==> src/rtl/adcbus_pkg.sv <==
package adcbus_pkg;

  typedef enum logic [1:0] {
    MODE_SLOW = 2'd0,
    MODE_FAST = 2'd1,
    MODE_DMA  = 2'd2,
    MODE_RSVD = 2'd3
  } bus_mode_e;

  function automatic logic mode_is_fast(input logic [1:0] m);
    return m == MODE_FAST;
  endfunction

  function automatic logic mode_is_dma(input logic [1:0] m);
    return m == MODE_DMA;
  endfunction

  // slow behaviour covers the reserved code as well
  function automatic logic mode_is_slow(input logic [1:0] m);
    return !mode_is_fast(m) && !mode_is_dma(m);
  endfunction

endpackage

==> src/rtl/adcbus_access_det.sv <==
module adcbus_access_det (
  input  logic clk,
  input  logic rst_n,
  input  logic cs_n,
  input  logic rd_n,
  input  logic bus_wide,
  input  logic hb_sel,
  output logic read_done,
  output logic done_wide,
  output logic done_high
);

  logic acc_q;
  logic wide_q;
  logic high_q;
  logic host_sel;

  assign host_sel = ~cs_n & ~rd_n;

  always_ff @(posedge clk or negedge rst_n) begin
    if (!rst_n) begin
      acc_q  <= 1'b0;
      wide_q <= 1'b0;
      high_q <= 1'b0;
    end else begin
      acc_q <= host_sel;
      if (host_sel) begin
        wide_q <= bus_wide;
        high_q <= hb_sel;
      end
    end
  end

  // completion is the end of the access: strobe seen high after an access cycle
  assign read_done = acc_q & rd_n;
  assign done_wide = wide_q;
  assign done_high = high_q;


  single_done_chk: assert property (@(posedge clk) disable iff (!rst_n)
    read_done |=> !read_done);

endmodule

==> src/rtl/adcbus_lock_ctl.sv <==
module adcbus_lock_ctl (
  input  logic clk,
  input  logic rst_n,
  input  logic mode_fast,
  input  logic read_done,
  input  logic done_wide,
  input  logic done_high,
  output logic lock
);

  logic lock_q;

  always_ff @(posedge clk or negedge rst_n) begin
    if (!rst_n) begin
      lock_q <= 1'b0;
    end else if (!mode_fast) begin
      lock_q <= 1'b0;
    end else if (read_done) begin
      lock_q <= done_wide ? 1'b0 : done_high;
    end
  end

  assign lock = lock_q;


  high_read_locks_chk: assert property (@(posedge clk) disable iff (!rst_n)
    (mode_fast && read_done && !done_wide && done_high) |=> lock);


  low_read_unlocks_chk: assert property (@(posedge clk) disable iff (!rst_n)
    (mode_fast && read_done && (done_wide || !done_high)) |=> !lock);


  fast_only_lock_chk: assert property (@(posedge clk) disable iff (!rst_n)
    !mode_fast |=> !lock);

endmodule

==> src/rtl/adcbus_out_latch.sv <==
module adcbus_out_latch #(
  parameter int OUT_W = 11
) (
  input  logic             clk,
  input  logic             rst_n,
  input  logic             load,
  input  logic [OUT_W-1:0] din,
  output logic [OUT_W-1:0] q
);

  logic [OUT_W-1:0] q_r;

  always_ff @(posedge clk or negedge rst_n) begin
    if (!rst_n) q_r <= '0;
    else if (load) q_r <= din;
  end

  assign q = q_r;


  capture_chk: assert property (@(posedge clk) disable iff (!rst_n)
    load |=> q == $past(din));


  hold_chk: assert property (@(posedge clk) disable iff (!rst_n)
    !load |=> $stable(q));

endmodule

==> src/rtl/adcbus_if.sv <==
module adcbus_if #(
  parameter int CODE_W = 10,
  parameter int LOW_W  = 8
) (
  input  logic              clk,
  input  logic              rst_n,
  input  logic              cs_n,
  input  logic              rd_n,
  input  logic              bus_wide,
  input  logic              hb_sel,
  input  logic [1:0]        mode_sel,
  input  logic              conv_active,
  input  logic [CODE_W-1:0] res_code,
  input  logic              res_ovr,
  input  logic              conv_done,
  output logic [CODE_W:0]   dout,
  output logic [CODE_W:0]   dout_oe,
  output logic              busy,
  output logic              busy_oe,
  output logic              upd_en
);
  import adcbus_pkg::*;

  localparam int OUT_W = CODE_W + 1;
  localparam logic [OUT_W-1:0] LOW_MASK  = OUT_W'((1 << LOW_W) - 1);
  localparam logic [OUT_W-1:0] HIGH_MASK = ~LOW_MASK;

  logic is_fast;
  logic is_dma;
  logic is_slow;
  logic host_sel;
  logic drive_en;
  logic read_done;
  logic done_wide;
  logic done_high;
  logic lock;
  logic load;

  assign is_fast  = mode_is_fast(mode_sel);
  assign is_dma   = mode_is_dma(mode_sel);
  assign is_slow  = mode_is_slow(mode_sel);
  assign host_sel = ~cs_n & ~rd_n;
  assign drive_en = is_dma | host_sel;

  adcbus_access_det u_det (
    .clk      (clk),
    .rst_n    (rst_n),
    .cs_n     (cs_n),
    .rd_n     (rd_n),
    .bus_wide (bus_wide),
    .hb_sel   (hb_sel),
    .read_done(read_done),
    .done_wide(done_wide),
    .done_high(done_high)
  );

  adcbus_lock_ctl u_lock (
    .clk      (clk),
    .rst_n    (rst_n),
    .mode_fast(is_fast),
    .read_done(read_done),
    .done_wide(done_wide),
    .done_high(done_high),
    .lock     (lock)
  );

  assign upd_en = ~lock;
  assign load   = conv_done & upd_en;

  adcbus_out_latch #(.OUT_W(OUT_W)) u_latch (
    .clk  (clk),
    .rst_n(rst_n),
    .load (load),
    .din  ({res_ovr, res_code}),
    .q    (dout)
  );

  // per-pin enable: each pin belongs to the high or low byte group
  for (genvar i = 0; i < OUT_W; i++) begin : g_pin
    localparam logic IN_HIGH = (i >= LOW_W);
    assign dout_oe[i] = drive_en & (bus_wide | (hb_sel == IN_HIGH));
  end

  assign busy_oe = is_dma | ~cs_n | ~rd_n;
  assign busy    = is_slow & ~conv_active;


  wide_all_on_chk: assert property (@(posedge clk) disable iff (!rst_n)
    (!is_dma && !cs_n && !rd_n && bus_wide) |-> (&dout_oe));


  byte_groups_chk: assert property (@(posedge clk) disable iff (!rst_n)
    !bus_wide |-> !((|(dout_oe & LOW_MASK)) && (|(dout_oe & HIGH_MASK))));


  idle_float_chk: assert property (@(posedge clk) disable iff (!rst_n)
    (!is_dma && (cs_n || rd_n)) |-> (dout_oe == '0));


  busy_float_chk: assert property (@(posedge clk) disable iff (!rst_n)
    (!is_dma && cs_n && rd_n) |-> !busy_oe);


  busy_low_chk: assert property (@(posedge clk) disable iff (!rst_n)
    !is_slow |-> !busy);


  locked_drop_chk: assert property (@(posedge clk) disable iff (!rst_n)
    (conv_done && !upd_en) |=> $stable(dout));


  dma_drive_chk: assert property (@(posedge clk) disable iff (!rst_n)
    is_dma |-> (dout_oe != '0));

endmodule

==> config.mk <==
export PLATFORM = sky130hd
export DESIGN_NAME = adcbus_if
export DESIGN_NICKNAME = d
export VERILOG_FILES = /design/src/rtl/adcbus_pkg.sv /design/src/rtl/adcbus_access_det.sv /design/src/rtl/adcbus_lock_ctl.sv /design/src/rtl/adcbus_out_latch.sv /design/src/rtl/adcbus_if.sv
export SDC_FILE = /design/constraint.sdc
export NUM_CORES = 1
export LEC_CHECK = 0
export BUFFER_PORTS_ARGS = -buffer_cell sky130_fd_sc_hd__clkbuf_2
export CAP_MARGIN = 10
export CORE_MARGIN = 8
export CORE_UTILIZATION = 30
export CTS_BUF_LIST = sky130_fd_sc_hd__clkbuf_2 sky130_fd_sc_hd__clkbuf_4 sky130_fd_sc_hd__clkbuf_8
export DETAILED_ROUTE_END_ITERATION = 10
export HOLD_SLACK_MARGIN = 0.05
export PLACE_DENSITY = 0.66
export SLEW_MARGIN = 20
export SYNTH_ARGS = -nofsm -noshare
export SYNTH_HDL_FRONTEND = slang
export SYNTH_SLANG_ARGS = --single-unit
==> constraint.sdc <==
create_clock -name clk -period 1.2 [get_ports clk]
set_input_delay 0 -clock clk [delete_from_list [all_inputs] [get_ports clk]]
set_output_delay 0 -clock clk [all_outputs]
set_load 0.1 [all_outputs]
# Word level (Yosys, flattened, before mapping)
# Index checks and enable logic that the tools add are counted.
[totals] latchBits=0 wordCells=30 in_bits=21 rom_bits=0 mem_bits_rw=0 reg_bits=15 memories=0
[classes] muxes=3 div_mod_pow=0 order_cmp=0 n_reduce_logical=3 n_addsub=0 n_shift=0 multipliers=0 bitwise_logic=16 n_eq_ne=3
[op_table] op="bitwise AND 1 bit" n=6
[op_table] op="inverter 1 bit" n=5
[op_table] op="bitwise OR 1 bit" n=5
[op_table] op="2-to-1 mux 1 bit" n=3
[op_table] op="== test 2 x 1 -> 1 bit, second input constant" n=1
[op_table] op="== test 2 bit, second input constant" n=1
[op_table] op="logical NOT 1 bit" n=2
[op_table] op="!= test 2 bit, second input constant" n=1
[op_table] op="logical AND 1 bit" n=1

# Longest topological paths before layout
# Gate-level depths: netlist (run 1).
[depth] depth_word=4 ltp_mapped=4 depth_no_buf=3

# Cells and area by module
# Synthesis (run 1) repeated with hierarchy kept, for this count alone.
[unflattened] hier_cells=55 hier_area_um2=763.2
[by_module_without_submodules] module="adcbus_out_latch" area_per_inst_um2=447.9 instances=1 seq_area_each_um2=275.3 cells_per_inst=23
[by_module_without_submodules] module="adcbus_if" area_per_inst_um2=158.9 instances=1 seq_area_each_um2=0.0 cells_per_inst=21
[by_module_without_submodules] module="adcbus_access_det" area_per_inst_um2=111.4 instances=1 seq_area_each_um2=75.1 cells_per_inst=7
[by_module_without_submodules] module="adcbus_lock_ctl" area_per_inst_um2=45.0 instances=1 seq_area_each_um2=25.0 cells_per_inst=4

# Worst setup path after synthesis (run 1)
# No wires, ideal clock.
[synth_timing] kind="input -> output" startpoint="in mode_sel[0]" endpoint="out dout_oe[1]" arrival_ns=2.607 slack_ns=-1.407 path_stages=4 t_required_ns=1.200 cell_sequence="inv_1 -> ha_1 -> a2bb2oi_1 -> buf_4"
[synth_between] elab_chain_cells=3
[synth_rtl] item="start: declaration" line_no="adcbus_if.sv:11" source="input logic [1:0] mode_sel,"
[synth_rtl] item="== test 2 bit" line_no="adcbus_pkg.sv:15" source="return m == MODE_DMA;"
[synth_rtl] item="bitwise OR 1 bit" line_no="adcbus_if.sv:43" source="assign drive_en = is_dma | host_sel;"
[synth_rtl] item="bitwise AND 1 bit"
[synth_rtl] item="end: declaration" line_no="adcbus_if.sv:17" source="output logic [CODE_W:0] dout_oe,"
# No other way between the ends.

# Worst setup path in the final report (run 1)
[layout_timing] startpoint="reg u_lock.lock_q (netlist: u_lock.lock)" endpoint="reg u_latch.q_r[2] (netlist: u_latch.q[2])"
[layout_between] elab_chain_cells=2
[layout_rtl] item="start: declaration" line_no="adcbus_lock_ctl.sv:11" source="logic lock_q;"
[layout_rtl] item="start signal: assignment" line_no="adcbus_lock_ctl.sv:19" source="lock_q <= done_wide ? 1'b0 : done_high;"
[layout_rtl] item="inverter 1 bit" line_no="adcbus_if.sv:67" source="assign upd_en = ~lock;"
[layout_rtl] item="bitwise AND 1 bit" line_no="adcbus_if.sv:68" source="assign load = conv_done & upd_en;"
[layout_rtl] item="end signal: assignment" line_no="adcbus_out_latch.sv:15" source="else if (load) q_r <= din;"
[layout_rtl] item="end: declaration" line_no="adcbus_out_latch.sv:11" source="logic [OUT_W-1:0] q_r;"
# No other way between the ends.
# A chain may end at the register's enable or synchronous reset.

==> results of run 1 <==
==> through the flow <==
| step | setup TNS (ps) | worst slack, ps | hold slack (ps) | power [mW] |
|---|---|---|---|---|
| final | 0 | 30.47 | 137.0 | 1.926 |
| after global routing | 0 | 13.42 | 134.7 | 1.977 |
| after CTS | 0 | 7.251 | 126.2 | 1.944 |
| after detailed placement | 0 | 8.694 | -64.40 | 1.592 |
| after global placement | 0 | 52.77 | -79.99 | 1.579 |
| after floorplan | -264.8 | -177.3 | -295.6 | 1.349 |
==> cell usage in the layout, fill, tap and decap left out <==
cell                            count
sky130_fd_sc_hd__buf_4             12
sky130_fd_sc_hd__o22a_2             1
sky130_fd_sc_hd__mux2_4            10
sky130_fd_sc_hd__inv_4              1
sky130_fd_sc_hd__a2bb2oi_4          1
sky130_fd_sc_hd__dlygate4sd3_1     15
sky130_fd_sc_hd__clkbuf_2          19
sky130_fd_sc_hd__nand3b_1           1
sky130_fd_sc_hd__buf_12            15
sky130_fd_sc_hd__clkbuf_4           4
sky130_fd_sc_hd__ha_4               1
sky130_fd_sc_hd__nor2b_2            1
sky130_fd_sc_hd__dfrtp_2           11
sky130_fd_sc_hd__o21a_1             1
sky130_fd_sc_hd__dfrtp_1            4
sky130_fd_sc_hd__mux2_2             3
sky130_fd_sc_hd__and4b_1            1
sky130_fd_sc_hd__nor2_4             1
sky130_fd_sc_hd__a21boi_0           1
sky130_fd_sc_hd__nor2b_4            1
sky130_fd_sc_hd__inv_1              3
sky130_fd_sc_hd__ha_1               1
==> metal layers <==
metal  share of wire  global-route usage  vias up
li1                -                   -      279
met1            0.34             0.09127      289
met2            0.62              0.1864       10
met5               0                   0        -
met4               0             0.04800        0
met3           0.037             0.02034        0
==> what timing repair did <==
item	CTS	global route
setup endpoints to repair	1	11
pin swaps	0	0
gates resized for setup	1	0
hold buffers	15	0
endpoints found under the hold margin	29	0
==> report_power, final <==
part,leakage [nW],internal [mW],switching [mW]
Clock,0.0184,0.152,0.156
Combinational,0.498,0.336,0.687
Sequential,0.168,0.563,0.0329
==> worst paths after layout <==
path,depth (start not counted),from,endpoint,slack (ps)
worst max-delay path,3,u_lock.lock,u_latch.q[2],30
worst min-delay path,3,cs_n,u_det.done_high,140
worst max register to register,3,u_lock.lock,u_latch.q[2],30
worst min register to register,1,u_latch.q[9],u_latch.q[9],530
max in group asynchronous,2,rst_n,u_latch.q[4],740
min in group asynchronous,2,rst_n,u_latch.q[10],170
==> cell type report <==
class                           instances  share of cell area
Inverter                                4             0.01222
Tap cell                               30             0.02618
Multi-Input combinational cell         24              0.2260
Sequential cell                        15              0.2714
Clock buffer                            4             0.02094
Timing Repair Buffer                   61              0.4433
==> flip-flops by register name (all words and copies together), names as in the netlist <==
register,count
u_det.acc_q,1
u_det.done_high,1
u_det.done_wide,1
u_latch.q,11
u_lock.lock,1
==> worst max-delay path: stages (launching register included) <==
cell	delay, ps
sky130_fd_sc_hd__dfrtp_1	430
sky130_fd_sc_hd__nor2b_4	160
sky130_fd_sc_hd__buf_12	160
sky130_fd_sc_hd__mux2_4	310
==> cell families after synthesis <==
kind of cell | after synthesis | share of synthesized area
flip-flops | 15 | 0.5008
buffers and inverters | 14 | 0.1252
multiplexers | 13 | 0.2454
AND/OR/NAND/NOR | 5 | 0.05177
AO/OA/AOI/OAI | 4 | 0.04342
adder cells (fa/ha/maj) | 2 | 0.03338
==> flow_metrics.tcl, run 1 <==
set metrics [dict create \
    result_of_the_run "completed" \
    cts-buffers-inserted 3 \
    synth_top_area_frac 0.5008 \
    cts-root-to-sink-buffers 2 \
    core-area_um2 2432 \
    portBuffers 45 \
    gp_congestion 0.6334 \
    cts_htree_levels 1 \
    largest_net_degree_at_the_start_of_global_routing 16 \
    place_hpwl_mm 1.570 \
    clk_latency_ps 280 \
    fin_skew_ps 3.044 \
    ys_warn_count 0 \
    synth.avg_cell_area_um2 14.14 \
    syn_area_um2 749.5 \
    place.detailed.instances 120 \
    power_leakage_nw 0.6840 \
    setup.worst_path.end_class "register" \
    drtPass1Iterations 4 \
    final-max-slew-violation-count 0 \
    die_width_um 65.98 \
    post_dp_cell_area_um2 1254 \
    synth_most_common_cell "sky130_fd_sc_hd__dfrtp_1" \
    min_period_over_period 0.9746 \
    clock.fmax_ghz 0.8550 \
    wl_per_cell_um 15.33 \
    final_area_um2 1434 \
    tightest_slew_margin_relative_to_the_limit 0.7607 \
    die_area_um2 4353 \
    synth_commonest_cells "sky130_fd_sc_hd__dfrtp_1, sky130_fd_sc_hd__mux2_4, sky130_fd_sc_hd__buf_4" \
    netlist_top_cells_area "sky130_fd_sc_hd__dfrtp_1, sky130_fd_sc_hd__mux2_4, sky130_fd_sc_hd__buf_4" \
    rsz0062_at_grt "false" \
    globalRouteTotalUtil 0.09569 \
    totalWireLength_mm 2.115 \
    post_cts.repair.setup_buffers 0 \
    multiInputGateArea_um2 324.1 \
    first_pass_grt_wire_length_mm 3.222 \
    worst-endpoint-arrival_ps 1340 \
    grt_antenna_before_repair 0 \
    netlist.top_cell.by_area "sky130_fd_sc_hd__dfrtp_1" \
    async_reset_ff_frac 1.000 \
    timing.critical_path.fanout_max 10 \
    worst_slew_pin_tran_ps 358.9 \
    post_synth_cell_types 16 \
    worstSetupPathType "register to register" \
    via_count 578 \
    synthToLayoutAreaGrowth_pct 91.32 \
    worst-endpoint-required_ps 1370 \
    synth_edf_count 0 \
    clkSinkCount 15 \
    synth.ff_latch_count 15 \
    ioPinCount 46 \
    synth_nets 76 \
    antenna_cells 0 \
    route.antenna.remaining_nets 0 \
    syn_inst 53 \
    maxCapViolations 0 \
    peakVddDrop_mv 0.7275 \
    routed_via_density 4.188 \
    initial_utilization 0.3081 \
    drt_first_iter_violations 13 \
    die_y_um 65.98 \
    first_global_vias 657 \
    layout-drive-gt1-share 0.7500 \
    final_core_utilization 0.5895 \
    hold_class "primary input to register" \
    grt_remaining_overflow 0 \
    floorplan.rows 18 \
    seq_area_frac_synth 0.5008 \
    cts.root.buffer_cell "sky130_fd_sc_hd__clkbuf_4" \
    worst_setup_path_start_kind "register" \
    cts_tree "done" \
    post_layout_nonfiller_instances 138 \
    n_fill_cell 185 \
    final-setup-viol-count 0 \
    timing_hold_violations_final 0 \
    ys_dominant_reg_cell "sky130_fd_sc_hd__dfrtp_1" \
    regArea_um2 389.1 \
    remaining_drc_errors 0 \
    finish.net_count 132 \
    final.min_clock_period_ps 1170 \
    pwr_density_cell_nw_per_um2 1343 \
    cts.clk_slew.worst_paths_ps 80 \
]
Power figures use the tool's default switching activity.
==> run 2: changes to the inputs <==
- SKIP_CTS_REPAIR_TIMING: unset -> 1
- SYNTH_HIERARCHICAL: unset -> 1
==> run 2 against run 1 <==
Against the previous run: via count rose by 8.5%; count of clock-buffer cells in the layout did not move; sequential power barely moved; cell area rose by 1.4%; critical path depth rose by 1; critical endpoint is now u_det/acc_q; critical path type is now primary input to register; die area rose by 1.4%; synthesized cell count rose by 3.8%; combinational power barely moved; final cell count rose by 4.3%; first-iteration DRC count rose by 110%; sequential share of layout area fell by 0.37 points.
==> flow_metrics.tcl, run 2 <==
set metrics [dict create \
    result_of_the_run "completed" \
    synth.avg_cell_area_um2 13.88 \
    grt_remaining_overflow 0 \
    netlist.top_cell.by_area "sky130_fd_sc_hd__dfrtp_1" \
    first_pass_grt_wire_length_mm 3.249 \
    place_hpwl_mm 1.611 \
    power_leakage_nw 0.7101 \
    die_width_um 66.44 \
    rr_startpoint "u_lock/lock" \
    slowest_delay_ps 570 \
    post_layout_nonfiller_instances 144 \
    r2r-end "u_latch/q[1]" \
    crit_path_top_delay_cell "sky130_fd_sc_hd__dlygate4sd3_1" \
    layout-drive-gt1-share 0.7456 \
    first_global_vias 719 \
    fin_skew_ps 7.100 \
    clkSinkCount 15 \
    synth_most_common_cell "sky130_fd_sc_hd__dfrtp_1" \
    postLayoutSetupSlackWorst_ps 62.95 \
    clk_latency_ps 280 \
    layout_commonest_cell "sky130_fd_sc_hd__clkbuf_2" \
    synth_commonest_cells "sky130_fd_sc_hd__dfrtp_1, sky130_fd_sc_hd__mux2_4, sky130_fd_sc_hd__buf_4" \
    seq_area_frac_synth 0.4918 \
    hold_class "primary input to register" \
    rrSetupSlack_ps 60 \
    pre_cts_slack_ps 11.61 \
    ys_dominant_reg_cell "sky130_fd_sc_hd__dfrtp_1" \
    cts-buffers-inserted 3 \
    final_area_um2 1454 \
    timing_hold_violations_final 0 \
    min_from "hb_sel" \
    cts_tree "done" \
    ys_warn_count 6 \
    worst-endpoint-required_ps 1430 \
    totalWireLength_mm 2.141 \
    rsz0062_at_grt "false" \
    regArea_um2 389.1 \
    synth_nets 78 \
    ioPinCount 46 \
    worst-endpoint-arrival_ps 1360 \
    timing.critical_path.fanout_max 3 \
    post_dp_cell_area_um2 1255 \
    floorplan.rows 18 \
    worst_r2r_path_depth 3 \
    portBuffers 45 \
    worstSetupPathType "primary input to register" \
    pwr_density_cell_nw_per_um2 1325 \
    grt_antenna_before_repair 0 \
    routed_via_density 4.354 \
    largest_net_degree_at_the_start_of_global_routing 16 \
    globalRouteTotalUtil 0.09560 \
    finish.net_count 138 \
    leading_cell_types_in_the_layout_fill_and_taps_excluded "sky130_fd_sc_hd__clkbuf_2, sky130_fd_sc_hd__dlygate4sd3_1, sky130_fd_sc_hd__buf_12" \
    synthToLayoutAreaGrowth_pct 90.49 \
    min_period_over_period 0.9475 \
    via_count 627 \
    cts.root.buffer_cell "sky130_fd_sc_hd__clkbuf_4" \
    tightest_slew_margin_relative_to_the_limit 0.7493 \
    cts.clk_slew.worst_paths_ps 90 \
    antenna_cells 0 \
    netlist_top_cells_area "sky130_fd_sc_hd__dfrtp_1, sky130_fd_sc_hd__mux2_4, sky130_fd_sc_hd__buf_4" \
    synth_top_area_frac 0.4918 \
    drt_first_iter_violations 27 \
    async_reset_ff_frac 1.000 \
    finalHoldWorstSlack_ps 43.88 \
    worstPathCellList "clkbuf_2 -> dlygate4sd3_1 -> nor2_2 -> dlygate4sd3_1" \
    core-area_um2 2455 \
    worst_min_delay_path_endpoint "u_det/done_high" \
    drtPass1Iterations 2 \
    final.min_clock_period_ps 1137 \
    worst_slew_pin_tran_ps 376.1 \
    setup.worst_path.end_class "register" \
    worst_path_most_repeated_cell "sky130_fd_sc_hd__dlygate4sd3_1" \
    post_synth_cell_types 15 \
    syn_area_um2 763.2 \
    worst_setup_path_start_kind "primary input" \
    synth.ff_latch_count 15 \
    cts-root-to-sink-buffers 2 \
    final-setup-viol-count 0 \
    die_y_um 66.44 \
    route.antenna.remaining_nets 0 \
    die_area_um2 4414 \
    syn_inst 55 \
    cts_htree_levels 1 \
    wl_per_cell_um 14.87 \
    synth_edf_count 0 \
    hold_path_depth 2 \
    peakVddDrop_mv 0.8055 \
    largest_register_ffs 11 \
    final_total_pwr_mw 1.927 \
    remaining_drc_errors 0 \
    maxCapViolations 0 \
    initial_utilization 0.3109 \
    place.detailed.instances 124 \
    n_fill_cell 199 \
    gp_congestion 0.7305 \
    multiInputGateArea_um2 315.3 \
    final-max-slew-violation-count 0 \
    clock.fmax_ghz 0.8795 \
]
==> run 2: how the worst max path moves through the flow <==
stage                     slack (ps)      endpoint   startpoint
after global placement            40  u_latch/q[6]  u_lock/lock
after detailed placement          10  u_latch/q[0]  u_lock/lock
after global routing               2  u_latch/q[8]  u_lock/lock
final                             60   u_det/acc_q         cs_n
after CTS                         -2  u_latch/q[6]  u_lock/lock
after floorplan                  -90    dout_oe[1]  mode_sel[0]
==> run 2: worst max-delay path: cells and delay by family <==
kind / cells / cell delay, ps
AND/OR/NAND/NOR: 1 / 130
buffers and inverters: 3 / 1230
==> run 2: metal layers <==
| metal | global-route usage | share of wire | up-vias |
|---|---|---|---|
| li1 | - | - | 292 |
| met1 | 0.09477 | 0.38 | 291 |
| met2 | 0.1641 | 0.50 | 39 |
| met3 | 0.04407 | 0.11 | 5 |
| met4 | 0.04800 | 0.015 | 0 |
| met5 | 0 | 0 | - |
==> run 2: logic make-up after synthesis <==
group,Yosys count,synth area share
buffers and inverters,14,0.1229
AND/OR/NAND/NOR,9,0.07868
multiplexers,13,0.2410
adder cells (fa/ha/maj),2,0.03278
AO/OA/AOI/OAI,2,0.03278
flip-flops,15,0.4918
==> run 2: final cells by class <==
cell class / count / area share
Timing Repair Buffer: 65 / 0.4587
Sequential cell: 15 / 0.2676
Multi-Input combinational cell: 26 / 0.2169
Tap cell: 30 / 0.02582
Clock buffer: 4 / 0.02065
Inverter: 4 / 0.01033
==> run 2: where the power goes <==
part	total, mW	switching [mW]	internal [mW]
registers	0.593	0.0300	0.563
clock network	0.304	0.152	0.152
logic	1.03	0.689	0.341
total	1.93	0.871	1.06
==> run 2: stage by stage <==
step,utilization,TNS [ps]
floorplan,-,-599.7
global placement,0.5112,0
detailed placement,0.5112,0
CTS,0.5234,-5.180
global route,0.5923,0
finish,0.5923,0
